$ cat config.mk
export PLATFORM = sky130hd
export DESIGN_NAME = abscmd_engine
export DESIGN_NICKNAME = d
export VERILOG_FILES = /design/src/rtl/abscmd_pkg.sv /design/src/rtl/abscmd_decode.sv /design/src/rtl/abscmd_err.sv /design/src/rtl/abscmd_seq.sv /design/src/rtl/abscmd_engine.sv
export SDC_FILE = /design/constraint.sdc
export NUM_CORES = 1
export LEC_CHECK = 0
export BUFFER_PORTS_ARGS = -buffer_cell sky130_fd_sc_hd__buf_4
export CAP_MARGIN = 15
export CORE_MARGIN = 2
export CORE_UTILIZATION = 39
export DETAILED_ROUTE_END_ITERATION = 7
export GPL_TIMING_DRIVEN = 0
export PLACE_DENSITY_LB_ADDON = 0.05
export SYNTH_ARGS = -nofsm -noshare
export SYNTH_HDL_FRONTEND = slang
export SYNTH_SLANG_ARGS = --single-unit
export TNS_END_PERCENT = 50
$ cat constraint.sdc
create_clock -name clk_i -period 1.88 [get_ports clk_i]
set_input_delay 0.376 -clock clk_i [delete_from_list [all_inputs] [get_ports clk_i]]
set_output_delay 0.376 -clock clk_i [all_outputs]
set_load 0.01 [all_outputs]
$ cat src/rtl/abscmd_pkg.sv
package abscmd_pkg;
  localparam int unsigned CMD_W   = 32;
  localparam int unsigned REGNO_W = 16;
  localparam int unsigned ERR_W   = 3;

  typedef enum logic [ERR_W-1:0] {
    ERR_NONE  = 3'd0,
    ERR_BUSY  = 3'd1,
    ERR_UNSUP = 3'd2,
    ERR_EXC   = 3'd3,
    ERR_HART  = 3'd4,
    ERR_BUS   = 3'd5,
    ERR_RSVD  = 3'd6,
    ERR_OTHER = 3'd7
  } err_e;

  // field layout is fixed by the debugger side
  typedef struct packed {
    logic [7:0]         kind;
    logic               pad;
    logic [2:0]         size;
    logic               post_inc;
    logic               post_exec;
    logic               xfer;
    logic               wr;
    logic [REGNO_W-1:0] regno;
  } cmd_t;

  typedef enum logic [2:0] {
    S_IDLE, S_ISSUE, S_WAIT, S_PB_GO, S_PB_WAIT
  } seq_e;
endpackage

$ cat src/rtl/abscmd_decode.sv
module abscmd_decode
  import abscmd_pkg::*;
#(
  parameter int unsigned DATA_W = 32
) (
  input  logic [CMD_W-1:0] cmd_i,
  input  logic             halted_i,
  output cmd_t             fields_o,
  output err_e             err_o
);
  localparam logic [2:0] SIZE_CODE = 3'($clog2(DATA_W / 8));

  assign fields_o = cmd_t'(cmd_i);

  always_comb begin
    err_o = ERR_NONE;
    if (fields_o.kind != 8'd0 || fields_o.pad)
      err_o = ERR_UNSUP;
    else if (fields_o.xfer && fields_o.size != SIZE_CODE)
      err_o = ERR_UNSUP;
    else if (!halted_i)
      err_o = ERR_HART;
  end
endmodule

$ cat src/rtl/abscmd_err.sv
module abscmd_err
  import abscmd_pkg::*;
(
  input  logic             clk_i,
  input  logic             rst_ni,
  input  logic             cmd_set_i,
  input  err_e             cmd_code_i,
  input  logic             seq_set_i,
  input  err_e             seq_code_i,
  input  logic             clr_wr_i,
  input  logic [ERR_W-1:0] clr_mask_i,
  output err_e             err_o
);
  err_e err_q, err_d;

  // first error wins; command-side error has priority in a tie
  always_comb begin
    err_d = err_q;
    if (err_q == ERR_NONE) begin
      if (cmd_set_i)      err_d = cmd_code_i;
      else if (seq_set_i) err_d = seq_code_i;
    end else if (clr_wr_i) begin
      err_d = err_e'(err_q & ~clr_mask_i);
    end
  end

  always_ff @(posedge clk_i or negedge rst_ni) begin
    if (!rst_ni) err_q <= ERR_NONE;
    else         err_q <= err_d;
  end

  assign err_o = err_q;
endmodule

$ cat src/rtl/abscmd_seq.sv
module abscmd_seq
  import abscmd_pkg::*;
#(
  parameter int unsigned DATA_W = 32
) (
  input  logic               clk_i,
  input  logic               rst_ni,
  input  logic               start_i,
  input  logic               start_xfer_i,
  input  logic               start_wr_i,
  input  logic               start_inc_i,
  input  logic               start_exec_i,
  input  logic [REGNO_W-1:0] start_regno_i,
  input  logic               data_wr_i,
  input  logic [DATA_W-1:0]  data_wdata_i,
  output logic               busy_o,
  output logic [DATA_W-1:0]  data_o,
  output logic [REGNO_W-1:0] regno_o,
  output logic               req_o,
  output logic               we_o,
  output logic [REGNO_W-1:0] addr_o,
  output logic [DATA_W-1:0]  wdata_o,
  input  logic               rsp_valid_i,
  input  logic               rsp_err_i,
  input  logic [DATA_W-1:0]  rsp_rdata_i,
  output logic               go_o,
  input  logic               pb_done_i,
  input  logic               pb_exc_i,
  output logic               fail_o,
  output err_e               fail_code_o
);
  seq_e               st_q, st_d;
  logic               wr_q, inc_q, exec_q;
  logic [REGNO_W-1:0] regno_q, regno_d;
  logic [DATA_W-1:0]  data_q, data_d;
  logic               rsp_ok;

  assign rsp_ok = (st_q == S_WAIT) && rsp_valid_i && !rsp_err_i;

  always_comb begin
    st_d        = st_q;
    regno_d     = regno_q;
    data_d      = data_q;
    fail_o      = 1'b0;
    fail_code_o = ERR_NONE;
    unique case (st_q)
      S_IDLE: begin
        if (data_wr_i) data_d = data_wdata_i;
        if (start_i) begin
          regno_d = start_regno_i;
          if (start_xfer_i)      st_d = S_ISSUE;
          else if (start_exec_i) st_d = S_PB_GO;
        end
      end
      S_ISSUE: st_d = S_WAIT;
      S_WAIT: begin
        if (rsp_valid_i) begin
          if (rsp_err_i) begin
            fail_o      = 1'b1;
            fail_code_o = ERR_BUS;
            st_d        = S_IDLE;
          end else begin
            st_d = exec_q ? S_PB_GO : S_IDLE;
          end
        end
        if (rsp_ok && !wr_q)  data_d  = rsp_rdata_i;
        if (rsp_ok && inc_q)  regno_d = regno_q + 1'b1;
      end
      S_PB_GO: st_d = S_PB_WAIT;
      S_PB_WAIT: begin
        if (pb_done_i) begin
          st_d = S_IDLE;
          if (pb_exc_i) begin
            fail_o      = 1'b1;
            fail_code_o = ERR_EXC;
          end
        end
      end
      default: st_d = S_IDLE;
    endcase
  end

  always_ff @(posedge clk_i or negedge rst_ni) begin
    if (!rst_ni) begin
      st_q    <= S_IDLE;
      wr_q    <= 1'b0;
      inc_q   <= 1'b0;
      exec_q  <= 1'b0;
      regno_q <= '0;
      data_q  <= '0;
    end else begin
      st_q    <= st_d;
      regno_q <= regno_d;
      data_q  <= data_d;
      if (start_i && st_q == S_IDLE) begin
        wr_q   <= start_wr_i;
        inc_q  <= start_inc_i;
        exec_q <= start_exec_i;
      end
    end
  end

  assign busy_o  = (st_q != S_IDLE);
  assign req_o   = (st_q == S_ISSUE);
  assign we_o    = wr_q;
  assign addr_o  = regno_q;
  assign wdata_o = data_q;
  assign go_o    = (st_q == S_PB_GO);
  assign data_o  = data_q;
  assign regno_o = regno_q;
endmodule

$ cat src/rtl/abscmd_engine.sv
module abscmd_engine
  import abscmd_pkg::*;
#(
  parameter int unsigned DATA_W = 32
) (
  input  logic               clk_i,
  input  logic               rst_ni,
  input  logic               cmd_wr_i,
  input  logic [31:0]        cmd_wdata_i,
  input  logic               errclr_wr_i,
  input  logic [2:0]         errclr_mask_i,
  input  logic               data_wr_i,
  input  logic [DATA_W-1:0]  data_wdata_i,
  output logic [DATA_W-1:0]  data_o,
  output logic               busy_o,
  output logic [2:0]         cmderr_o,
  output logic [15:0]        regno_o,
  input  logic               halted_i,
  output logic               reg_req_o,
  output logic               reg_we_o,
  output logic [15:0]        reg_addr_o,
  output logic [DATA_W-1:0]  reg_wdata_o,
  input  logic               reg_rsp_valid_i,
  input  logic               reg_rsp_err_i,
  input  logic [DATA_W-1:0]  reg_rsp_rdata_i,
  output logic               progbuf_go_o,
  input  logic               progbuf_done_i,
  input  logic               progbuf_exc_i
);
  cmd_t fields;
  err_e dec_err, err_q, seq_code;
  logic busy, seq_fail, err_clean, cmd_live, accept, cmd_set;

  abscmd_decode #(.DATA_W(DATA_W)) u_dec (
    .cmd_i    (cmd_wdata_i),
    .halted_i (halted_i),
    .fields_o (fields),
    .err_o    (dec_err)
  );

  assign err_clean = (err_q == ERR_NONE);
  assign cmd_live  = cmd_wr_i && err_clean;
  assign accept    = cmd_live && !busy && (dec_err == ERR_NONE);
  assign cmd_set   = cmd_live && (busy || dec_err != ERR_NONE);

  abscmd_seq #(.DATA_W(DATA_W)) u_seq (
    .clk_i         (clk_i),
    .rst_ni        (rst_ni),
    .start_i       (accept),
    .start_xfer_i  (fields.xfer),
    .start_wr_i    (fields.wr),
    .start_inc_i   (fields.post_inc),
    .start_exec_i  (fields.post_exec),
    .start_regno_i (fields.regno),
    .data_wr_i     (data_wr_i),
    .data_wdata_i  (data_wdata_i),
    .busy_o        (busy),
    .data_o        (data_o),
    .regno_o       (regno_o),
    .req_o         (reg_req_o),
    .we_o          (reg_we_o),
    .addr_o        (reg_addr_o),
    .wdata_o       (reg_wdata_o),
    .rsp_valid_i   (reg_rsp_valid_i),
    .rsp_err_i     (reg_rsp_err_i),
    .rsp_rdata_i   (reg_rsp_rdata_i),
    .go_o          (progbuf_go_o),
    .pb_done_i     (progbuf_done_i),
    .pb_exc_i      (progbuf_exc_i),
    .fail_o        (seq_fail),
    .fail_code_o   (seq_code)
  );

  abscmd_err u_err (
    .clk_i      (clk_i),
    .rst_ni     (rst_ni),
    .cmd_set_i  (cmd_set),
    .cmd_code_i (busy ? ERR_BUSY : dec_err),
    .seq_set_i  (seq_fail),
    .seq_code_i (seq_code),
    .clr_wr_i   (errclr_wr_i),
    .clr_mask_i (errclr_mask_i),
    .err_o      (err_q)
  );

  assign busy_o   = busy;
  assign cmderr_o = err_q;
endmodule

# After elaboration in Yosys (flattened, before gate mapping)
# Index checks and enable logic that the tools add are counted.
dict set report word_totals {
  regBits 57
  input_bits 109
}
dict set report classes {
  add_sub_neg 1
  eq_ne 13
  muxes 32
  bitwise 2
  n_reduce_logical 27
}
# op n
set ops {}
lappend ops {{32-bit 2-to-1 mux} 2}
lappend ops {{32-bit one-hot mux with 2 select lines} 1}
lappend ops {{3-bit 2-to-1 mux} 17}
lappend ops {{16-bit 2-to-1 mux} 2}
lappend ops {{16-bit one-hot mux with 2 select lines} 1}
lappend ops {{16-bit by 1-bit adder with 16-bit output (second input constant)} 1}
lappend ops {{3-bit one-hot mux with 5 select lines} 1}
lappend ops {{1-bit logical AND} 10}
lappend ops {{2-bit inequality test (second input constant)} 5}
lappend ops {{3-bit zero test} 3}
lappend ops {{8-bit nonzero test} 1}
lappend ops {{3-bit by 2-bit == test with 1-bit output (second input constant)} 2}
lappend ops {{3-bit by 2-bit inequality test with 1-bit output (second input constant)} 2}
lappend ops {{3-bit one-hot mux with 2 select lines} 1}
lappend ops {{3-bit AND reduction} 2}
lappend ops {{3-bit nonzero test} 2}
lappend ops {{1-bit 2-to-1 mux} 4}
lappend ops {{2-bit 2-to-1 mux} 2}
lappend ops {{4-bit AND reduction} 1}
lappend ops {{2-bit nonzero test} 2}
lappend ops {{3-bit AND} 1}
lappend ops {{3-bit by 1-bit == test with 1-bit output (second input constant)} 1}
lappend ops {{3-bit == test (second input constant)} 1}
lappend ops {{1-bit zero test} 3}
lappend ops {{6 further kinds} 7}

# Depth between registers and ports, before layout
dict set report depth {
  ltp_word 9
  ltp_mapped 7
  mapped_depth_nobuf 6
}

# Modules after synthesis
# From an unflattened synthesis, not the netlist that was laid out.
dict set report unflattened {
  hier_cells 411
  area_unflattened_um2 3744.8
}
# module instances cells_per_inst area_each_um2
set by_module_without_submodules {}
lappend by_module_without_submodules {abscmd_seq 1 349 3209.3}
lappend by_module_without_submodules {abscmd_decode 1 41 296.5}
lappend by_module_without_submodules {abscmd_err 1 14 172.7}
lappend by_module_without_submodules {abscmd_engine 1 7 66.3}

# Worst setup path before layout
# No wires, ideal clock.
dict set report synth_path {
  path_kind {register -> register}
  start {register u_err.err_q[1], in the netlist u_err.err_o[1]}
  end {register u_seq.exec_q}
  setup_ns 0.125
  arrival_ns 1.742
  t_required_ns 1.755
  setup_slack_ns 0.013
  stages_incl_launch_ff 5
  n_path_buf 0
  path_cell_list {dfrtp_1 -> nor3_1 -> nand3_1 -> nor3_1 -> mux2_2}
}
dict set report synth_between {
  elab_chain_len 5
}
# element line_no
set synth_rtl {}
lappend synth_rtl {{from (decl)} abscmd_err.sv:14} ;# err_e err_q, err_d;
lappend synth_rtl {{from (signal assigned)} abscmd_err.sv:29} ;# else err_q <= err_d;
lappend synth_rtl {{3-bit zero test} abscmd_engine.sv:41} ;# assign err_clean = (err_q == ERR_NONE);
lappend synth_rtl {{1-bit logical AND} abscmd_engine.sv:42} ;# assign cmd_live = cmd_wr_i && err_clean;
lappend synth_rtl {{1-bit logical AND (2 in series)} abscmd_engine.sv:43} ;# assign accept = cmd_live && !busy && (dec_err == ERR_NONE);
lappend synth_rtl {{1-bit logical AND} abscmd_seq.sv:95} ;# if (start_i && st_q == S_IDLE) begin
lappend synth_rtl {{to (signal assigned)} abscmd_seq.sv:98} ;# exec_q <= start_exec_i;
lappend synth_rtl {{to (decl)} abscmd_seq.sv:33} ;# logic wr_q, inc_q, exec_q;
# Every way passes these cells.
# A chain may end at the register's enable or synchronous reset.

# Worst setup path after layout
dict set report layout_path {
  start {register u_seq.st_q[2]}
  end {register u_seq.regno_q[11], in the netlist u_seq.addr_o[11]}
}
dict set report layout_between {
  elab_chain_len 6
  elab_cells_between_ends 14
  cone_classes {eq/ne: 3; mux: 1; reduce/logical: 10}
}
# element line_no
set layout_rtl {}
lappend layout_rtl {{from (decl)} abscmd_seq.sv:32} ;# seq_e st_q, st_d;
lappend layout_rtl {{from (signal assigned)} abscmd_seq.sv:92} ;# st_q <= st_d;
lappend layout_rtl {{3-bit by 2-bit == test with 1-bit output / 3-bit nonzero test (equally long branches)} {abscmd_seq.sv:38, abscmd_seq.sv:46, abscmd_seq.sv:103}}
lappend layout_rtl {{1-bit logical AND / 1-bit zero test (equally long branches)} {abscmd_seq.sv:38, abscmd_engine.sv:43}}
lappend layout_rtl {{1-bit logical AND, on equally long branches} {abscmd_seq.sv:38, abscmd_engine.sv:43}}
lappend layout_rtl {{1-bit logical AND, on equally long branches} {abscmd_seq.sv:67, abscmd_engine.sv:43}}
lappend layout_rtl {{2-bit inequality test (no line) / 2-bit by 1-bit inequality test with 1-bit output (equally long branches)} --}
lappend layout_rtl {{3-bit AND reduction (no line)} --}
lappend layout_rtl {{to (signal assigned)} abscmd_seq.sv:93} ;# regno_q <= regno_d;
lappend layout_rtl {{to (decl)} abscmd_seq.sv:34} ;# logic [REGNO_W-1:0] regno_q, regno_d;
# Parallel ways exist; a longest one is shown, timed or not.

==> flow_summary.ini <==
[logic_synthesis]
multiplexer_share_of_the_synthesized_area = 0.0101
synth.net_count = 523
yosysWarnings = 0
synthAdderAreaFrac = 0.00373
largest_family_of_logic_cells_by_synthesized_area = simple AND/OR/NAND/NOR gates
yosys.area_share.xor_xnor = 0
synth_compound_gate_area_share = 0.188
postSynthCellCount = 413
yosys_register_bits = 57
synthesis.area_um2 = 3350
synth-seq-area-share = 0.426
fraction_of_the_mapped_netlist_area_in_simple_logic_gates = 0.233
syn-mean-instance-area_um2 = 8.11
yosysUniqueCellTypes = 42

[detailed_routing]
route.detailed.drc = 0
routed_antenna_nets = 0
routed_via_density = 5.11
wirelength_um = 11700
detailedRoute.firstIterationViolations = 167
detailedRoute.firstPassIterationCount = 5
via_count = 3846
detail_route.wl_per_cell_um = 15.5

[worst_setup_path]
worstPathArrival_ns = 2.12
timing.critical_path.to_type = register
worst-endpoint-required_ns = 2.10
crit_type = reg2reg
timing.reg2reg.worst_path_depth = 7
cp-start-kind = register
path_max_fanout = 6

[global_route]
global_route_wire_length_before_repair_um = 17900
global_route.usage.total = 0.235
grt_pass1_vias = 3652
grt_overflow_total = 0
antenna_found_initial = 0
grt_start_max_net_pins = 58

[timing]
tightest_slew_ns = 0.774
maxClockFrequency_mhz = 524
grt_setup_unrepaired = yes
finalMaxSlewViolations = 0
finalCritPeriodShare = 1.01
finalClockSkew_ns = 0.00761
max-slew-margin-rel = 0.484
hold_viol_final = 0
period_needed_ns = 1.91
final-setup-viol-count = 8
setup_slack_ns = -0.0278

[layout]
areaGrowthSynthToFinish_pct = 63.4
layout.core_utilization = 0.663
fillCellCount = 730
post_layout_nonfiller_instances = 753
finish.net_count = 754
final_layout_size_suffix_gt1_frac = 0.494
diodes = 0

[placed_design]
dp_cell_count = 729
dp.final_hpwl_um = 8510
place_congestion = 0.909
placement.io_buffers = 211

[pwr]
leakage_power_total_nw = 2.73
finalPower_mw = 3.53
vdd_ir_max_v = 0.000358
power.density_nw_per_um2 = 645

[run]
drv_cap = 0

[die]
placeableCoreArea_um2 = 8260
floorplan.initialDensity = 0.406
die_area_um2 = 9350
die-width_um = 96.7
num_rows = 33
die_height_um = 96.7
pin_count = 212

[clock_network]
clock_tree.htree_level_count = 3
clock_tree.buffer_depth = 2
clkTransAtPathRegs_ns = 0.07
tritoncts.num_buffers = 9
clock_sink_count = 57
clk-insertion-delay-late_ns = 0.33
cts.hold.buffers_added = 0
cts_tree = built
cts_root_buf = sky130_fd_sc_hd__clkbuf_8

[status]
failed_checks = negative setup slack
outcome = finished, violations left

[hold_path]
min-delay-path-class = in2async
-- placed cells by master (no fill, tap or decap), types with 2 or more instances in the layout --
cell                         n
sky130_fd_sc_hd__a21oi_1    23
sky130_fd_sc_hd__a21oi_2     5
sky130_fd_sc_hd__a31oi_1    33
sky130_fd_sc_hd__and2_1      2
sky130_fd_sc_hd__and3_1      5
sky130_fd_sc_hd__buf_2       3
sky130_fd_sc_hd__buf_4     270
sky130_fd_sc_hd__buf_6       4
sky130_fd_sc_hd__clkbuf_1    6
sky130_fd_sc_hd__clkbuf_2    6
sky130_fd_sc_hd__clkbuf_8   13
sky130_fd_sc_hd__dfrtp_1    56
sky130_fd_sc_hd__inv_1       2
sky130_fd_sc_hd__mux2_4      3
sky130_fd_sc_hd__nand2_1    94
sky130_fd_sc_hd__nand3_1    12
sky130_fd_sc_hd__nand4_1     6
sky130_fd_sc_hd__nor2_1     37
sky130_fd_sc_hd__nor2b_1     2
sky130_fd_sc_hd__nor3_1      5
sky130_fd_sc_hd__nor3_2      2
sky130_fd_sc_hd__nor3b_1     4
sky130_fd_sc_hd__nor4_1      2
sky130_fd_sc_hd__o211ai_1    2
sky130_fd_sc_hd__o21ai_0    16
sky130_fd_sc_hd__o21ai_1     3
sky130_fd_sc_hd__o22ai_1     3
-- per-layer routing --
metal,global-route usage,up-vias,share of wire
li1,-,1852,-
met1,0.297,1783,0.40
met2,0.405,195,0.50
met3,0.0397,16,0.075
met4,0.0823,0,0.016
met5,0,-,0
-- area by class of cell --
cell class | count | area [µm²] | area share
clock buffers | 13 | 179 | 0.0327
inverters | 3 | 11.3 | 0.00206
flip-flops and latches | 57 | 1430 | 0.261
repair buffers | 220 | 1670 | 0.305
well taps | 105 | 131 | 0.0240
clock inverters | 2 | 35.0 | 0.00640
multi-input cells | 283 | 1530 | 0.280
plain buffers | 70 | 488 | 0.0891
-- kinds of logic after synthesis --
kind of cell    Yosys count
fa+ha+maj                 1
compound gates          102
buf+inv                  73
flops                    57
mux                       3
simple gates            177
-- timing repair --
action | 4_1_cts | 5_1_grt
gates cloned | 0 | 1
pin swaps | 4 | 6
endpoints found under the setup margin | 54 | 53
hold endpoints to repair | 0 | 0
gates resized for setup | 6 | 45
setup buffers | 6 | 2
-- through the flow --
step	setup TNS (ns)	cell area, µm²	hold WS [ns]	worst slack (ns)
after floorplan	0	3350	0.0804	0.0128
after global placement	-11.51	5070	0.491	-0.279
after detailed placement	-12.50	5070	0.499	-0.320
after CTS	0	5370	0.131	0.000826
after global routing	-0.967	5480	0.171	-0.0765
final	-0.0872	5480	0.0969	-0.0278
-- final timing paths --
kind	from	to	slack, ns
setup / recovery	u_seq.st_q[2]	u_seq.addr_o[11]	-0.03
hold / removal	rst_ni	u_seq.data_o[23]	0.1
setup reg to reg	u_seq.st_q[2]	u_seq.addr_o[11]	-0.03
hold reg to reg	u_seq.inc_q	u_seq.inc_q	0.52
max in group asynchronous	rst_ni	u_seq.st_q[0]	1.20
min in group clk_i	progbuf_done_i	u_seq.st_q[2]	0.24
-- cell usage after synthesis (all sizes together) --
| master | number | share of area |
|---|---|---|
| nand2 | 95 | 0.11 |
| buf | 58 | 0.12 |
| dfrtp | 57 | 0.43 |
| nor2 | 37 | 0.041 |
| a31oi | 33 | 0.062 |
| a21oi | 28 | 0.042 |
| o21ai | 21 | 0.032 |
| clkbuf | 12 | 0.013 |
| nand3 | 12 | 0.018 |
| nor3 | 8 | 0.013 |
| nand4 | 6 | 0.011 |
| and3 | 5 | 0.0093 |
| nor3b | 5 | 0.015 |
| inv | 3 | 0.0034 |
| mux2 | 3 | 0.010 |
| o22ai | 3 | 0.0056 |
| and2 | 2 | 0.0037 |
| nor2b | 2 | 0.0037 |
| nor4 | 2 | 0.0037 |
| o211ai | 2 | 0.0045 |
| o21a | 2 | 0.0045 |
| o31ai | 2 | 0.0086 |
| a221oi | 1 | 0.0026 |
| a22o | 1 | 0.0026 |
| a2bb2oi | 1 | 0.0026 |
| a31o | 1 | 0.0026 |
| a32oi | 1 | 0.0026 |
| and4 | 1 | 0.0026 |
| ha | 1 | 0.0037 |
| nand2b | 1 | 0.0019 |
| nand4b | 1 | 0.0026 |
| o2111ai | 1 | 0.0026 |
| o21bai | 1 | 0.0022 |
| o2bb2a | 1 | 0.0030 |
| o2bb2ai | 1 | 0.0026 |
| o311ai | 1 | 0.0026 |
| o32ai | 1 | 0.0026 |
-- flip-flops by register name (all words and copies together), names as in the netlist --
register      flops
u_err.err_o       3
u_seq.addr_o     16
u_seq.data_o     32
u_seq.exec_q      1
u_seq.inc_q       1
u_seq.st_q        3
u_seq.we_o        1
-- worst max-delay path, stage by stage, from the launching register on --
cell and delay, ns:
sky130_fd_sc_hd__dfrtp_1 0.42, sky130_fd_sc_hd__buf_6 0.15, sky130_fd_sc_hd__nor3_4 0.32, sky130_fd_sc_hd__nand4_1 0.26, sky130_fd_sc_hd__o21ai_4 0.28, sky130_fd_sc_hd__buf_6 0.18, sky130_fd_sc_hd__nand2_2 0.05, sky130_fd_sc_hd__o2bb2ai_1 0.12
-- power by group --
part	internal, mW	switching, mW	leakage [nW]
sequential	1.32	0.0862	0.701
combinational	0.528	0.350	1.92
clock	0.748	0.504	0.112
total	2.59	0.940	2.73
No activity file was read; power rests on OpenSTA's default activity.
